--- src/rtl/aud_csr_pkg.sv ---
package aud_csr_pkg;
  localparam int NUM_EVT    = 5;
  localparam int NUM_STICKY = 3;
  // flag order inside the flag and enable fields
  localparam int EVT_WSTART  = 0;
  localparam int EVT_SYNCERR = 1;
  localparam int EVT_FIFOERR = 2;
  localparam int EVT_WARN    = 3;
  localparam int EVT_WMARK   = 4;
  // control word layout
  localparam int BIT_DMAEN = 0;
  localparam int IE_LSB    = 8;
  localparam int FLAG_LSB  = 16;
  localparam int BIT_FRST  = 24;
  localparam int BIT_SRST  = 25;
  localparam int BIT_XEN   = 31;
  // addresses
  localparam int ADDR_CTL = 0;
  localparam int ADDR_WM  = 1;

  typedef struct packed {
    logic [NUM_STICKY-1:0] clrMask;
    logic                  srstNext;
    logic                  drainStart;
    logic                  drainCancel;
  } csrStrobe_t;
endpackage

--- src/rtl/aud_csr_ctrl.sv ---
module aud_csr_ctrl
  import aud_csr_pkg::*;
#(
  parameter int ADDR_W = 2,
  parameter int DATA_W = 32,
  parameter int LVL_W  = 5
) (
  input  logic               clk,
  input  logic               rstN,
  input  logic               regWrEn,
  input  logic [ADDR_W-1:0]  regAddr,
  input  logic [DATA_W-1:0]  regWrData,
  output logic               xferEnReg,
  output logic               dmaEn,
  output logic [NUM_EVT-1:0] intEn,
  output logic               srst,
  output logic [LVL_W-1:0]   watermark,
  output logic               fifoRstPulse,
  output csrStrobe_t         strobe
);
  logic wrCtl;
  logic wrWm;
  logic srstNext;

  assign wrCtl    = regWrEn && (regAddr == ADDR_W'(ADDR_CTL));
  assign wrWm     = regWrEn && (regAddr == ADDR_W'(ADDR_WM));
  assign srstNext = wrCtl ? regWrData[BIT_SRST] : srst;

  always_comb begin
    strobe             = '0;
    strobe.srstNext    = srstNext;
    strobe.clrMask     = wrCtl ? regWrData[FLAG_LSB +: NUM_STICKY] : '0;
    strobe.drainStart  = wrCtl && !regWrData[BIT_XEN] && xferEnReg && !srstNext;
    strobe.drainCancel = wrCtl && regWrData[BIT_XEN];
  end

  always_ff @(posedge clk or negedge rstN) begin
    if (!rstN) begin
      srst         <= 1'b0;
      fifoRstPulse <= 1'b0;
      xferEnReg    <= 1'b0;
      dmaEn        <= 1'b0;
      intEn        <= '0;
      watermark    <= '0;
    end else begin
      srst         <= srstNext;
      fifoRstPulse <= wrCtl && regWrData[BIT_FRST];
      if (srstNext) begin
        xferEnReg <= 1'b0;
        dmaEn     <= 1'b0;
        intEn     <= '0;
      end else if (wrCtl) begin
        xferEnReg <= regWrData[BIT_XEN];
        dmaEn     <= regWrData[BIT_DMAEN];
        intEn     <= regWrData[IE_LSB +: NUM_EVT];
      end
      if (wrWm) watermark <= regWrData[LVL_W-1:0];
    end
  end
endmodule

--- src/rtl/aud_csr_stat.sv ---
module aud_csr_stat
  import aud_csr_pkg::*;
#(
  parameter int DEPTH = 16,
  parameter bit IS_RX = 1'b1,
  parameter int LVL_W = 5
) (
  input  logic               clk,
  input  logic               rstN,
  input  csrStrobe_t         strobe,
  input  logic               srst,
  input  logic               xferEnReg,
  input  logic               dmaEn,
  input  logic [NUM_EVT-1:0] intEn,
  input  logic [LVL_W-1:0]   watermark,
  input  logic               wordStartEvt,
  input  logic               syncErrEvt,
  input  logic               fifoErrEvt,
  input  logic [LVL_W-1:0]   fifoLevel,
  input  logic               frameEnd,
  output logic [NUM_EVT-1:0] flags,
  output logic               xferActive,
  output logic               irq,
  output logic               dmaReq
);
  localparam logic [LVL_W-1:0] FULL_LVL = LVL_W'(DEPTH);

  logic [NUM_STICKY-1:0] stickyQ;
  logic [NUM_STICKY-1:0] evtVec;
  logic                  warnRaw;
  logic                  wmRaw;
  logic                  draining;

  assign evtVec = {fifoErrEvt, syncErrEvt, wordStartEvt};

  always_ff @(posedge clk or negedge rstN) begin
    if (!rstN)                stickyQ <= '0;
    else if (strobe.srstNext) stickyQ <= '0;
    else                      stickyQ <= (stickyQ & ~strobe.clrMask) | evtVec;
  end

  generate
    if (IS_RX) begin : g_rx
      assign warnRaw = (fifoLevel >= FULL_LVL);
      assign wmRaw   = (fifoLevel > watermark);
    end else begin : g_tx
      assign warnRaw = (fifoLevel == '0);
      assign wmRaw   = (fifoLevel <= watermark);
    end
  endgenerate

  always_comb begin
    flags                       = '0;
    flags[NUM_STICKY-1:0]       = stickyQ;
    flags[EVT_WARN]             = warnRaw && !srst;
    flags[EVT_WMARK]            = wmRaw && !srst;
  end

  always_ff @(posedge clk or negedge rstN) begin
    if (!rstN)                                   draining <= 1'b0;
    else if (strobe.srstNext)                    draining <= 1'b0;
    else if (strobe.drainStart && !frameEnd)     draining <= 1'b1;
    else if (strobe.drainCancel || frameEnd)     draining <= 1'b0;
  end

  assign xferActive = xferEnReg || draining;
  assign irq        = |(flags & intEn);
  assign dmaReq     = flags[EVT_WMARK] && dmaEn;
endmodule

--- src/rtl/aud_csr.sv ---
module aud_csr
  import aud_csr_pkg::*;
#(
  parameter int ADDR_W = 2,
  parameter int DATA_W = 32,
  parameter int DEPTH  = 16,
  parameter bit IS_RX  = 1'b1,
  localparam int LVL_W = $clog2(DEPTH + 1)
) (
  input  logic              clk,
  input  logic              rstN,
  input  logic              regWrEn,
  input  logic [ADDR_W-1:0] regAddr,
  input  logic [DATA_W-1:0] regWrData,
  output logic [DATA_W-1:0] regRdData,
  input  logic              wordStartEvt,
  input  logic              syncErrEvt,
  input  logic              fifoErrEvt,
  input  logic [LVL_W-1:0]  fifoLevel,
  input  logic              frameEnd,
  output logic              irq,
  output logic              dmaReq,
  output logic              fifoRstPulse,
  output logic              dpRst,
  output logic              xferEn
);
  csrStrobe_t         strobe;
  logic               xferEnReg;
  logic               dmaEn;
  logic [NUM_EVT-1:0] intEn;
  logic               srst;
  logic [LVL_W-1:0]   watermark;
  logic [NUM_EVT-1:0] flagView;
  logic               xferActive;

  aud_csr_ctrl #(.ADDR_W(ADDR_W), .DATA_W(DATA_W), .LVL_W(LVL_W)) u_ctrl (
    .clk(clk), .rstN(rstN), .regWrEn(regWrEn), .regAddr(regAddr),
    .regWrData(regWrData), .xferEnReg(xferEnReg), .dmaEn(dmaEn),
    .intEn(intEn), .srst(srst), .watermark(watermark),
    .fifoRstPulse(fifoRstPulse), .strobe(strobe)
  );

  aud_csr_stat #(.DEPTH(DEPTH), .IS_RX(IS_RX), .LVL_W(LVL_W)) u_stat (
    .clk(clk), .rstN(rstN), .strobe(strobe), .srst(srst),
    .xferEnReg(xferEnReg), .dmaEn(dmaEn), .intEn(intEn),
    .watermark(watermark), .wordStartEvt(wordStartEvt),
    .syncErrEvt(syncErrEvt), .fifoErrEvt(fifoErrEvt),
    .fifoLevel(fifoLevel), .frameEnd(frameEnd), .flags(flagView),
    .xferActive(xferActive), .irq(irq), .dmaReq(dmaReq)
  );

  assign dpRst  = srst;
  assign xferEn = xferActive;

  always_comb begin
    regRdData = '0;
    if (regAddr == ADDR_W'(ADDR_CTL)) begin
      regRdData[BIT_XEN]                 = xferActive;
      regRdData[BIT_SRST]                = srst;
      regRdData[FLAG_LSB +: NUM_EVT]     = flagView;
      regRdData[IE_LSB +: NUM_EVT]       = intEn;
      regRdData[BIT_DMAEN]               = dmaEn;
    end else if (regAddr == ADDR_W'(ADDR_WM)) begin
      regRdData[LVL_W-1:0] = watermark;
    end
  end
endmodule

--- config.mk ---
export PLATFORM = sky130hd
export DESIGN_NAME = aud_csr
export DESIGN_NICKNAME = d
export VERILOG_FILES = /design/src/rtl/aud_csr_pkg.sv /design/src/rtl/aud_csr_ctrl.sv /design/src/rtl/aud_csr_stat.sv /design/src/rtl/aud_csr.sv
export SDC_FILE = /design/constraint.sdc
export NUM_CORES = 1
export LEC_CHECK = 0
export ABC_AREA = 1
export BUFFER_PORTS_ARGS = -buffer_cell sky130_fd_sc_hd__buf_4
export CAP_MARGIN = 10
export CELL_PAD_IN_SITES_DETAIL_PLACEMENT = 1
export CELL_PAD_IN_SITES_GLOBAL_PLACEMENT = 1
export CORE_ASPECT_RATIO = 0.8
export CORE_MARGIN = 2
export CORE_UTILIZATION = 28
export CTS_CLUSTER_DIAMETER = 60
export DETAILED_ROUTE_END_ITERATION = 10
export GPL_TIMING_DRIVEN = 0
export HOLD_SLACK_MARGIN = 0.1
export PLACE_DENSITY_LB_ADDON = 0.1
export RECOVER_POWER = 50
export SYNTH_ARGS = -nofsm -noshare
export SYNTH_HDL_FRONTEND = slang
export SYNTH_SLANG_ARGS = --single-unit
--- constraint.sdc ---
create_clock -name clk -period 3.3 [get_ports clk]
set_clock_uncertainty 0.1 [all_clocks]
set_input_delay 0.495 -clock clk [delete_from_list [all_inputs] [get_ports clk]]
set_output_delay 0.495 -clock clk [all_outputs]
set_load 0.02 [all_outputs]
; ---- Yosys cells after proc, flatten, opt, wreduce, memory -nomap -nowiden
; Index checks and enable logic that the tools add are counted.
[classes]
n_shift = 0
order_cmp = 2
bitwise_logic = 4
n_eq_ne = 1
div = 0
n_mul = 0
addsub = 0
mux = 19
n_reduce_logical = 21
[op_table]
columns = cell, n
row1 = 5-bit 2-to-1 mux, 5
row2 = 1-bit logical AND, 11
row3 = 1-bit 2-to-1 mux, 11
row4 = 3-bit 2-to-1 mux, 2
row5 = 5-bit AND, 1
row6 = "5-bit greater-or-equal comparator, second input constant", 1
row7 = 5-bit > comparator, 1
row8 = 5-bit OR reduction, 1
row9 = 1-bit logical NOT, 4
row10 = 4-bit 2-to-1 mux, 1
row11 = 3-bit AND, 1
row12 = 3-bit NOT, 1
row13 = 3-bit OR, 1
row14 = 3-bit nonzero test, 1
row15 = "2-bit by 1-bit equality test with 1-bit output, second input constant", 1
row16 = 2-bit logical NOT, 1
row17 = 1-bit logical OR, 2
row18 = 2-bit nonzero test, 1
[word_totals]
n_memories = 0
register_bits = 18
ram_bits = 0
latchBits = 0
rom_bits = 0
inputBits = 46

; ---- Depth between registers and ports, before layout
; Gate-level depths: netlist of the first run.
[logic_depth]
depth_word = 8
mapped_depth = 8
depth_no_buf = 8

; ---- Cells and area by module
; Synthesis of the first run repeated with hierarchy kept, for this count alone.
[hier_totals]
hier_cells = 182
area_unflattened_um2 = 1321.3
[modules_own_cells]
columns = mod, cells_per_inst, area_per_inst_um2, instances
row1 = aud_csr_ctrl, 73, 654.4, 1
row2 = aud_csr_stat, 53, 359.1, 1
row3 = aud_csr, 56, 307.8, 1

; ---- Worst setup path after synthesis of the first run
; No wires, ideal clock.
[synth_timing]
kind = input to output
startpoint = input port fifoLevel[4]
endpoint = output port dmaReq
t_required_ns = 2.705
arrival_time_ns = 1.431
setup_slack_ns = 1.274
n_path_buf = 0
path_stages = 7
path_cell_list = ha_1 > nand2_1 > nor2_1 > nand2_1 > nand3_1 > nand2_1 > nor2_1
[synth_via]
elab_chain_len = 3
[synth_rtl]
columns = element, line
row1 = start: declaration, aud_csr.sv:19  ; input logic [LVL_W-1:0] fifoLevel,
row2 = 5-bit > comparator, aud_csr_stat.sv:45  ; assign wmRaw = (fifoLevel > watermark);
row3 = 1-bit logical AND, aud_csr_stat.sv:56  ; flags[EVT_WMARK] = wmRaw && !srst;
row4 = 1-bit logical AND, aud_csr_stat.sv:68  ; assign dmaReq = flags[EVT_WMARK] && dmaEn;
row5 = end: declaration, aud_csr.sv:22  ; output logic dmaReq,
; Every way passes these cells.

; ---- Worst setup path after layout of the first run
[layout_timing]
startpoint = register u_ctrl.watermark[4]
endpoint = output port dmaReq
[layout_via]
elab_chain_len = 3
[layout_rtl]
columns = element, line
row1 = start: declaration, aud_csr_ctrl.sv:17  ; output logic [LVL_W-1:0] watermark,
row2 = start signal: assignment, aud_csr_ctrl.sv:57  ; if (wrWm) watermark <= regWrData[LVL_W-1:0];
row3 = 5-bit > comparator, aud_csr_stat.sv:45
row4 = 1-bit logical AND, aud_csr_stat.sv:56
row5 = 1-bit logical AND, aud_csr_stat.sv:68
; Every way passes these cells.

==> flow_summary.ini, run 1 <==
[status]
status = finished, final reports clean

[sta]
worst_pin_slew_ns = 0.955
drv_slew = 0
setup_violations = 0
tns_ns = 0
hold_viol = 0
finalCriticalPeriod_ns = 2.28
relSlewSlack = 0.363
fin_crit_sh = 0.689
whs_ns = 0.357
max_freq_mhz = 439
rsz0062_at_grt = false
setup_ws_ns = 1.02

[drt]
vias = 1149
drtPass1Iterations = 4
totalWireLength_um = 3180
drt.antenna.violating_nets = 0
avgViaCountPerCell = 4.18
wire_per_inst_um = 11.6
drtIter0Drc = 39
drcViolationCount = 0

[clock_network]
cts.repair.resized = 0
cts_max_path_buffers = 2
postCtsHoldBufs = 1
cts_sinks = 18
clockRootBuffer = clkbuf_8
ctsHtreeMaxLevel = 1
insertion_delay_ns = 0.25
cts.clk_slew.worst_paths_ns = 0.07
cts_tree = done
tritoncts.num_buffers = 3
post_cts_buffers = 0

[power]
total_power_uw = 608
power.leakage_nw = 0.936
p_per_area_nw_per_um2 = 366
vdd_drop_max_uv = 175

[die]
core_um2 = 3800
dieWidth_um = 74.3
fp.dieH_um = 60.2
die-area_um2 = 4480
io_pins = 83
initial_core_util = 0.291
rows = 20

[grt]
grt_max_degree = 19
grt_pass1_vias = 1122
grt_pass1_wl_um = 4990
antenna_found_initial = 0
grt_use_total = 0.149
grt-ovfl-total = 0

[placed_design]
placed_area_um2 = 1610
globalplace.congestion = 0.741
io_buffer_count = 51
placed_cells = 270
hpwl_um = 2680
pre_cts_ws_ns = 1.09

[final_layout]
final_cells = 275
area.growth.synth_to_final_pct = 49.8
layout_commonest_cell = buf_4
nets = 272
num_antenna_cells = 0
layout-drive-gt1-share = 0.323
fin_area_um2 = 1660
layout_common_cells = buf_4 (64), inv_1 (27), nor2_1 (26), nand2_1 (23), dfrtp_1 (18)
postLayoutCoreUtil = 0.436

[synth]
yosysWarnings = 0
ys_seq_area_frac = 0.407
netlist_instances = 150
ys_types = 18
ys_ff_latch = 18
synth.avg_cell_area_um2 = 7.38
synth_area_um2 = 1110

[setup_path]
end_kind = output pin
reg2regPathDepth = 4
crit_fanout = 3
critPathArrivalTime_ns = 1.68
worstSetupPathType = reg2out
crit_required_ns = 2.70
start_kind = flop

[job]
maxCapViolations = 0

[hold_path]
worstHoldPathType = in2reg
hold_depth = 3
==> worst max-delay path: stages (launching register included) <==
cell and delay, ns:
dfrtp_1 0.36, inv_1 0.10, ha_1 0.25, nand2_1 0.10
nor2_1 0.06, a21oi_1 0.16, nand2_1 0.11, nor2_1 0.12
buf_4 0.16
==> path summary, 6_finish.rpt <==
path	from	end	slack (ns)
max reg2reg	u_ctrl.srst$_DFF_PN0_	u_stat.stickyQ[2]$_DFF_PN0_	2.06
max in group asynchronous	rstN	u_ctrl.watermark[3]$_DFFE_PN0P_	1.71
min reg2reg	u_ctrl.watermark[4]$_DFFE_PN0P_	u_ctrl.watermark[4]$_DFFE_PN0P_	0.45
min	regWrData[24]	u_ctrl.fifoRstPulse$_DFF_PN0_	0.36
max	u_ctrl.watermark[4]$_DFFE_PN0P_	dmaReq	1.02
min in group asynchronous	rstN	u_ctrl.watermark[1]$_DFFE_PN0P_	0.81
==> per-layer routing <==
layer	GRT usage	share of wire	up-vias
li1	-	-	575
met1	0.188	0.45	533
met2	0.256	0.47	39
met3	0.0371	0.070	2
met4	0.0383	0.0091	0
met5	0	0	-
==> report_power, final <==
part	total [mW]	switching (mW)	internal (mW)	leakage [nW]
sequential	0.251	0.0118	0.239	0.230
combinational	0.177	0.103	0.0744	0.678
clock	0.180	0.0736	0.106	0.0288
total	0.608	0.188	0.420	0.936
==> cells in the mapped netlist (all sizes together) <==
master | n | area, um2
o21ai | 7 | 35.0
nor3 | 2 | 10.0
o22ai | 2 | 12.5
nand3 | 9 | 50.1
o211ai | 1 | 7.51
nand2 | 23 | 91.3
nor2 | 26 | 97.6
dfrtp | 18 | 450
ha | 5 | 62.6
o21a | 1 | 8.76
inv | 28 | 105
a21oi | 11 | 55.1
buf | 16 | 118
conb | 1 | 3.75
==> registers in the layout (all words and copies together), names as in the netlist <==
signal               count
u_ctrl.watermark         5
u_ctrl.intEn             5
u_ctrl.fifoRstPulse      1
u_stat.draining          1
u_ctrl.dmaEn             1
u_stat.stickyQ           3
u_ctrl.xferEnReg         1
u_ctrl.srst              1
==> cell type report <==
class,count,area [um2]
tap,55,68.8
sequential,18,450
multi-input combinational,102,477
timing repair buffer,52,385
clock buffer,4,55.1
fill,506,2140
inverter,28,105
buffer,16,118
==> kinds of logic (layout without fill, tap and decap cells) <==
logic type,after synthesis,after routing,share of synthesized area
AND/OR/NAND/NOR,60,60,0.225
buffers and inverters,44,100,0.201
AO/OA/AOI/OAI,22,22,0.107
flip-flops,18,18,0.407
adder cells (fa/ha/maj),5,5,0.0565
other,1,15,0.00339
No activity file was read; power rests on OpenSTA's default activity.
==> inputs of run 2 (changes only) <==
Settings changed: CORE_UTILIZATION 28 to 26.
Clock period 3.3 ns to 2.4 ns, I/O delays scaled along.
==> flow_summary.ini, run 2 (synthesis gave the netlist of run 1 again) <==
[status]
status = finished, final reports clean

[setup_path]
slowest_delay_ns = 0.32
critPathTopFamily = simple AND/OR/NAND/NOR gates
crit_fanout = 3
cpMostUsedCell = nand2_1
crit_required_ns = 1.94
crit_chain = inv_1, ha_1, nand2_1, nor2_1, nand2_1, nand3_1, nand2_1, nor2_1, buf_4
start_kind = flop
cp_slowest_cell = dfrtp_1
worstSetupPathType = reg2out
crit_buf_inv = 2
end_kind = output pin
critPathArrivalTime_ns = 1.69

[power]
vdd_drop_max_uv = 289
power.leakage_nw = 0.940
p_per_area_nw_per_um2 = 501

[job]
maxCapViolations = 0

[sta]
fin_crit_sh = 0.896
whs_ns = 0.218
setup_violations = 0
relSlewSlack = 0.338
max_freq_mhz = 465
rsz0062_at_grt = false
worst_pin_slew_ns = 0.993
finalCriticalPeriod_ns = 2.15
tns_ns = 0
drv_slew = 0
hold_viol = 0

[hold_path]
worstHoldPathType = in2reg

[grt]
grt_pass1_wl_um = 5550
grt-ovfl-total = 0
grt_use_total = 0.143
grt_max_degree = 19
antenna_found_initial = 0
grt_pass1_vias = 1201

[final_layout]
multi_input_area_um2 = 479
area.growth.synth_to_final_pct = 50.6
num_antenna_cells = 0
regArea_um2 = 450
layout_commonest_cell = buf_4
fin_area_um2 = 1670
fillers = 539
layout_common_cells = buf_4 (64), inv_1 (27), nor2_1 (26), nand2_1 (22), dfrtp_1 (18)
layout-drive-gt1-share = 0.332
nets = 272
reg.largest.list = u_ctrl.intEn: 5 flops, u_ctrl.watermark: 5 flops, u_stat.stickyQ: 3 flops

[die]
die-area_um2 = 4800
fp.dieH_um = 62.4
rows = 21
io_pins = 83
dieWidth_um = 77.0
initial_core_util = 0.268
core_um2 = 4130

[clock_network]
cts_sinks = 18
tritoncts.num_buffers = 3
cts.clk_slew.worst_paths_ns = 0.07
clockRootBuffer = clkbuf_8
cts_tree = done
ctsHtreeMaxLevel = 1
insertion_delay_ns = 0.25
cts_max_path_buffers = 2
cts.repair.resized = 0

[drt]
totalWireLength_um = 3230
vias = 1153
drcViolationCount = 0
drtIter0Drc = 14
wire_per_inst_um = 11.6
drt.antenna.violating_nets = 0
drtPass1Iterations = 4
avgViaCountPerCell = 4.16

[placed_design]
globalplace.congestion = 0.788
io_buffer_count = 51
hpwl_um = 2720
placed_area_um2 = 1610
==> run 2: layer usage <==
layer / vias to the layer above / GRT usage / routed length (um) / part of all wire
li1: 574 / - / - / -
met1: 542 / 0.181 / 1480 / 0.46
met2: 35 / 0.248 / 1540 / 0.48
met3: 2 / 0.0390 / 201 / 0.062
met4: 0 / 0.0227 / 8 / 0.0025
met5: - / 0 / 0 / 0
==> run 2: layout make-up <==
cell class,instances,share of cell area
plain buffers,16,0.0705
clock buffers,4,0.0330
inverters,28,0.0630
multi-input cells,102,0.287
flip-flops and latches,18,0.270
well taps,57,0.0428
repair buffers,52,0.233
==> run 2: path summary, 6_finish.rpt <==
check,from,to,slack [ns],cells past startpoint
setup reg to reg,u_ctrl.srst$_DFF_PN0_,u_stat.stickyQ[0]$_DFF_PN0_,1.21,4
min in group asynchronous,rstN,u_ctrl.intEn[0]$_DFFE_PN0P_,0.68,2
max in group asynchronous,rstN,u_ctrl.dmaEn$_DFFE_PN0P_,0.91,2
hold / removal,syncErrEvt,u_stat.stickyQ[1]$_DFF_PN0_,0.22,3
hold reg to reg,u_stat.stickyQ[2]$_DFF_PN0_,u_stat.stickyQ[2]$_DFF_PN0_,0.42,2
setup / recovery,u_ctrl.watermark[4]$_DFFE_PN0P_,dmaReq,0.25,9
==> run 2: timing repair <==
item,4_1_cts,5_1_grt
hold buffers,1,0
buffers inserted,0,0
endpoints found under the setup margin,0,0
endpoints found under the hold margin,18,0
==> run 2: power breakdown <==
| group | switching, mW | leakage, nW | internal, mW |
|---|---|---|---|
| clock | 0.0994 | 0.0288 | 0.146 |
| sequential | 0.0160 | 0.230 | 0.329 |
| combinational | 0.142 | 0.681 | 0.103 |
==> run 2: worst min-delay path, cell delays in order <==
cell     delay, ns
buf_4         0.08
a21oi_1       0.03
nor2_1        0.07
==> run 2: metrics by stage <==
step / setup WS, ns / power, mW / cells / util
floorplan: 0.644 / 0.496 / 164 / -
global placement: 0.432 / 0.590 / 272 / 0.391
detailed placement: 0.398 / 0.601 / 272 / 0.391
CTS: 0.226 / 0.854 / 277 / 0.407
global route: 0.117 / 0.890 / 277 / 0.404
finish: 0.251 / 0.836 / 277 / 0.404
==> inputs of run 3 (changes only) <==
Settings changed: CORE_UTILIZATION 26 to 28, GPL_ROUTABILITY_DRIVEN from default to 1, HOLD_SLACK_MARGIN 0.1 to 0.03, SYNTH_HIERARCHICAL from default to 1.
==> flow_summary.ini, run 3 <==
[sta]
hold_viol = 0
drv_slew = 0
tns_ns = 0
finalCriticalPeriod_ns = 2.19
relSlewSlack = 0.342
max_freq_mhz = 456
worst_pin_slew_ns = 0.988
fin_crit_sh = 0.913
setup_ws_ns = 0.208
rsz0062_at_grt = false
setup_violations = 0
whs_ns = 0.154

[placed_design]
hpwl_um = 2710
globalplace.congestion = 0.744
pre_cts_ws_ns = 0.399
io_buffer_count = 50
placed_cells = 306
placed_area_um2 = 1820

[setup_path]
crit_buf_inv = 4
reg2regPathDepth = 4
crit_chain = inv_1, ha_1, nand2_2, nor2_2, a21oi_1, nand2_2, inv_1, inv_1, nor2_4, buf_4
end_kind = output pin
cpMostUsedCell = inv_1
start_kind = flop
crit_required_ns = 1.94
path_depth = 10
crit_fanout = 3
r2r_end = u_stat/draining$_DFFE_PN0P_
slowest_delay_ns = 0.38
cp_slowest_cell = dfrtp_1
startpoint = u_ctrl/watermark[4]$_DFFE_PN0P_
reg2reg_slack_ns = 1.25
critPathTopFamily = flip-flops
r2r-start = u_ctrl/srst$_DFF_PN0_
critPathArrivalTime_ns = 1.73
worstSetupPathType = reg2out

[grt]
grt_most_used_layer = met1
antenna_found_initial = 0
grt_use_met2 = 0.188
grt_use_total = 0.135
grt_pass1_vias = 1180
use_met1 = 0.206
grt_max_degree = 19
grt_pass1_wl_um = 5470
met3_usage = 0.0247
grt-ovfl-total = 0

[die]
core_um2 = 4570
rows = 22
dieWidth_um = 80.8
fp.dieH_um = 65.4
die-area_um2 = 5290
io_pins = 83
initial_core_util = 0.289

[hold_path]
hold_depth = 2
min_from = frameEnd
worstHoldPathType = in2reg
min_to = u_stat/draining$_DFFE_PN0P_

[final_layout]
area.growth.synth_to_final_pct = 40.9
reg.largest.list = u_ctrl/intEn: 5 flops, u_ctrl/watermark: 5 flops, u_stat/stickyQ: 3 flops
num_antenna_cells = 0
regArea_um2 = 450
nets = 303
postLayoutCoreUtil = 0.407
layout_common_cells = buf_4 (65), inv_1 (45), nand2_1 (26), dfrtp_1 (18), nor2_1 (16)
fin_area_um2 = 1860
layout-drive-gt1-share = 0.359
multi_input_area_um2 = 588
fillers = 592
final_cells = 311
layout_commonest_cell = buf_4

[synth]
ys_types = 21
ys_seq_area_frac = 0.341
ys_ff_latch = 18
synth_top_area_share = 0.341
ys.flop_type = dfrtp_1
async_flop_share = 1.00
synth-edff-count = 0
yosysWarnings = 6
synth_top_cells_by_count = inv_1 (45), nand2_1 (26), dfrtp_1 (18)
synthMostInstantiatedCell = inv_1
netlist_instances = 182
synth.avg_cell_area_um2 = 7.26
synth_area_um2 = 1320
synth_top_area_cell = dfrtp_1
synthTopCellsByArea = dfrtp_1 (34%), inv_1 (13%), buf_4 (9.7%)

[clock_network]
cts_max_path_buffers = 2
tritoncts.num_buffers = 3
cts_sinks = 18
post_cts_buffers = 0
ctsHtreeMaxLevel = 1
insertion_delay_ns = 0.25
clockRootBuffer = clkbuf_8
cts.repair.resized = 0
cts_tree = done
cts.clk_slew.worst_paths_ns = 0.07

[power]
power.leakage_nw = 1.08
p_per_area_nw_per_um2 = 506
total_power_uw = 942
vdd_drop_max_uv = 155

[drt]
wire_per_inst_um = 10.6
drt.antenna.violating_nets = 0
vias = 1230
avgViaCountPerCell = 3.95
drtPass1Iterations = 4
totalWireLength_um = 3290
drtIter0Drc = 28
drcViolationCount = 0

[job]
maxCapViolations = 0

[status]
status = finished, final reports clean
[run 3: cells by family (layout without fill, tap and decap cells)]
family | count (synthesis) | after routing | share of synthesized area
AND/OR/NAND/NOR | 80 | 80 | 0.315
buffers and inverters | 65 | 120 | 0.244
flip-flops | 18 | 18 | 0.341
AO/OA/AOI/OAI | 13 | 13 | 0.0492
adder cells (fa/ha/maj) | 5 | 5 | 0.0473
other | 1 | 15 | 0.00284
[run 3: layout make-up]
class                      count  area share
buffer                        19      0.0766
clock buffer                   4      0.0296
inverter                      46      0.0927
multi-input combinational    113       0.316
sequential                    18       0.242
tap                           60      0.0403
timing repair buffer          51       0.203
[run 3: what timing repair did]
item                                    4_1_cts  5_1_grt
endpoints found under the hold margin        18        0
endpoints found under the setup margin        0        0
hold buffers                                  1        0
[run 3: worst max-delay path by stage]
stage,slack [ns],to
after floorplan,0.65,regRdData[20]
after global placement,0.41,regRdData[20]
after detailed placement,0.40,regRdData[20]
after CTS,0.18,regRdData[20]
after global routing,0.06,regRdData[20]
final,0.21,regRdData[20]
[run 3: worst register-to-register path: stages (launching register included)]
cell	delay, ns
dfrtp_1	0.46
nand2_1	0.09
o21ai_0	0.09
buf_4	0.17
nor3_1	0.15
[run 3: where the power goes]
part / internal [mW] / switching (mW) / leakage, nW / total (mW)
clock: 0.146 / 0.106 / 0.0288 / 0.252
combinational: 0.137 / 0.181 / 0.817 / 0.317
sequential: 0.338 / 0.0344 / 0.233 / 0.372
[run 3: layer usage]
metal  part of all wire  wire length (um)
met5                  0                 0
met4              0.013                44
met3              0.073               241
met2               0.39              1300
met1               0.52              1700
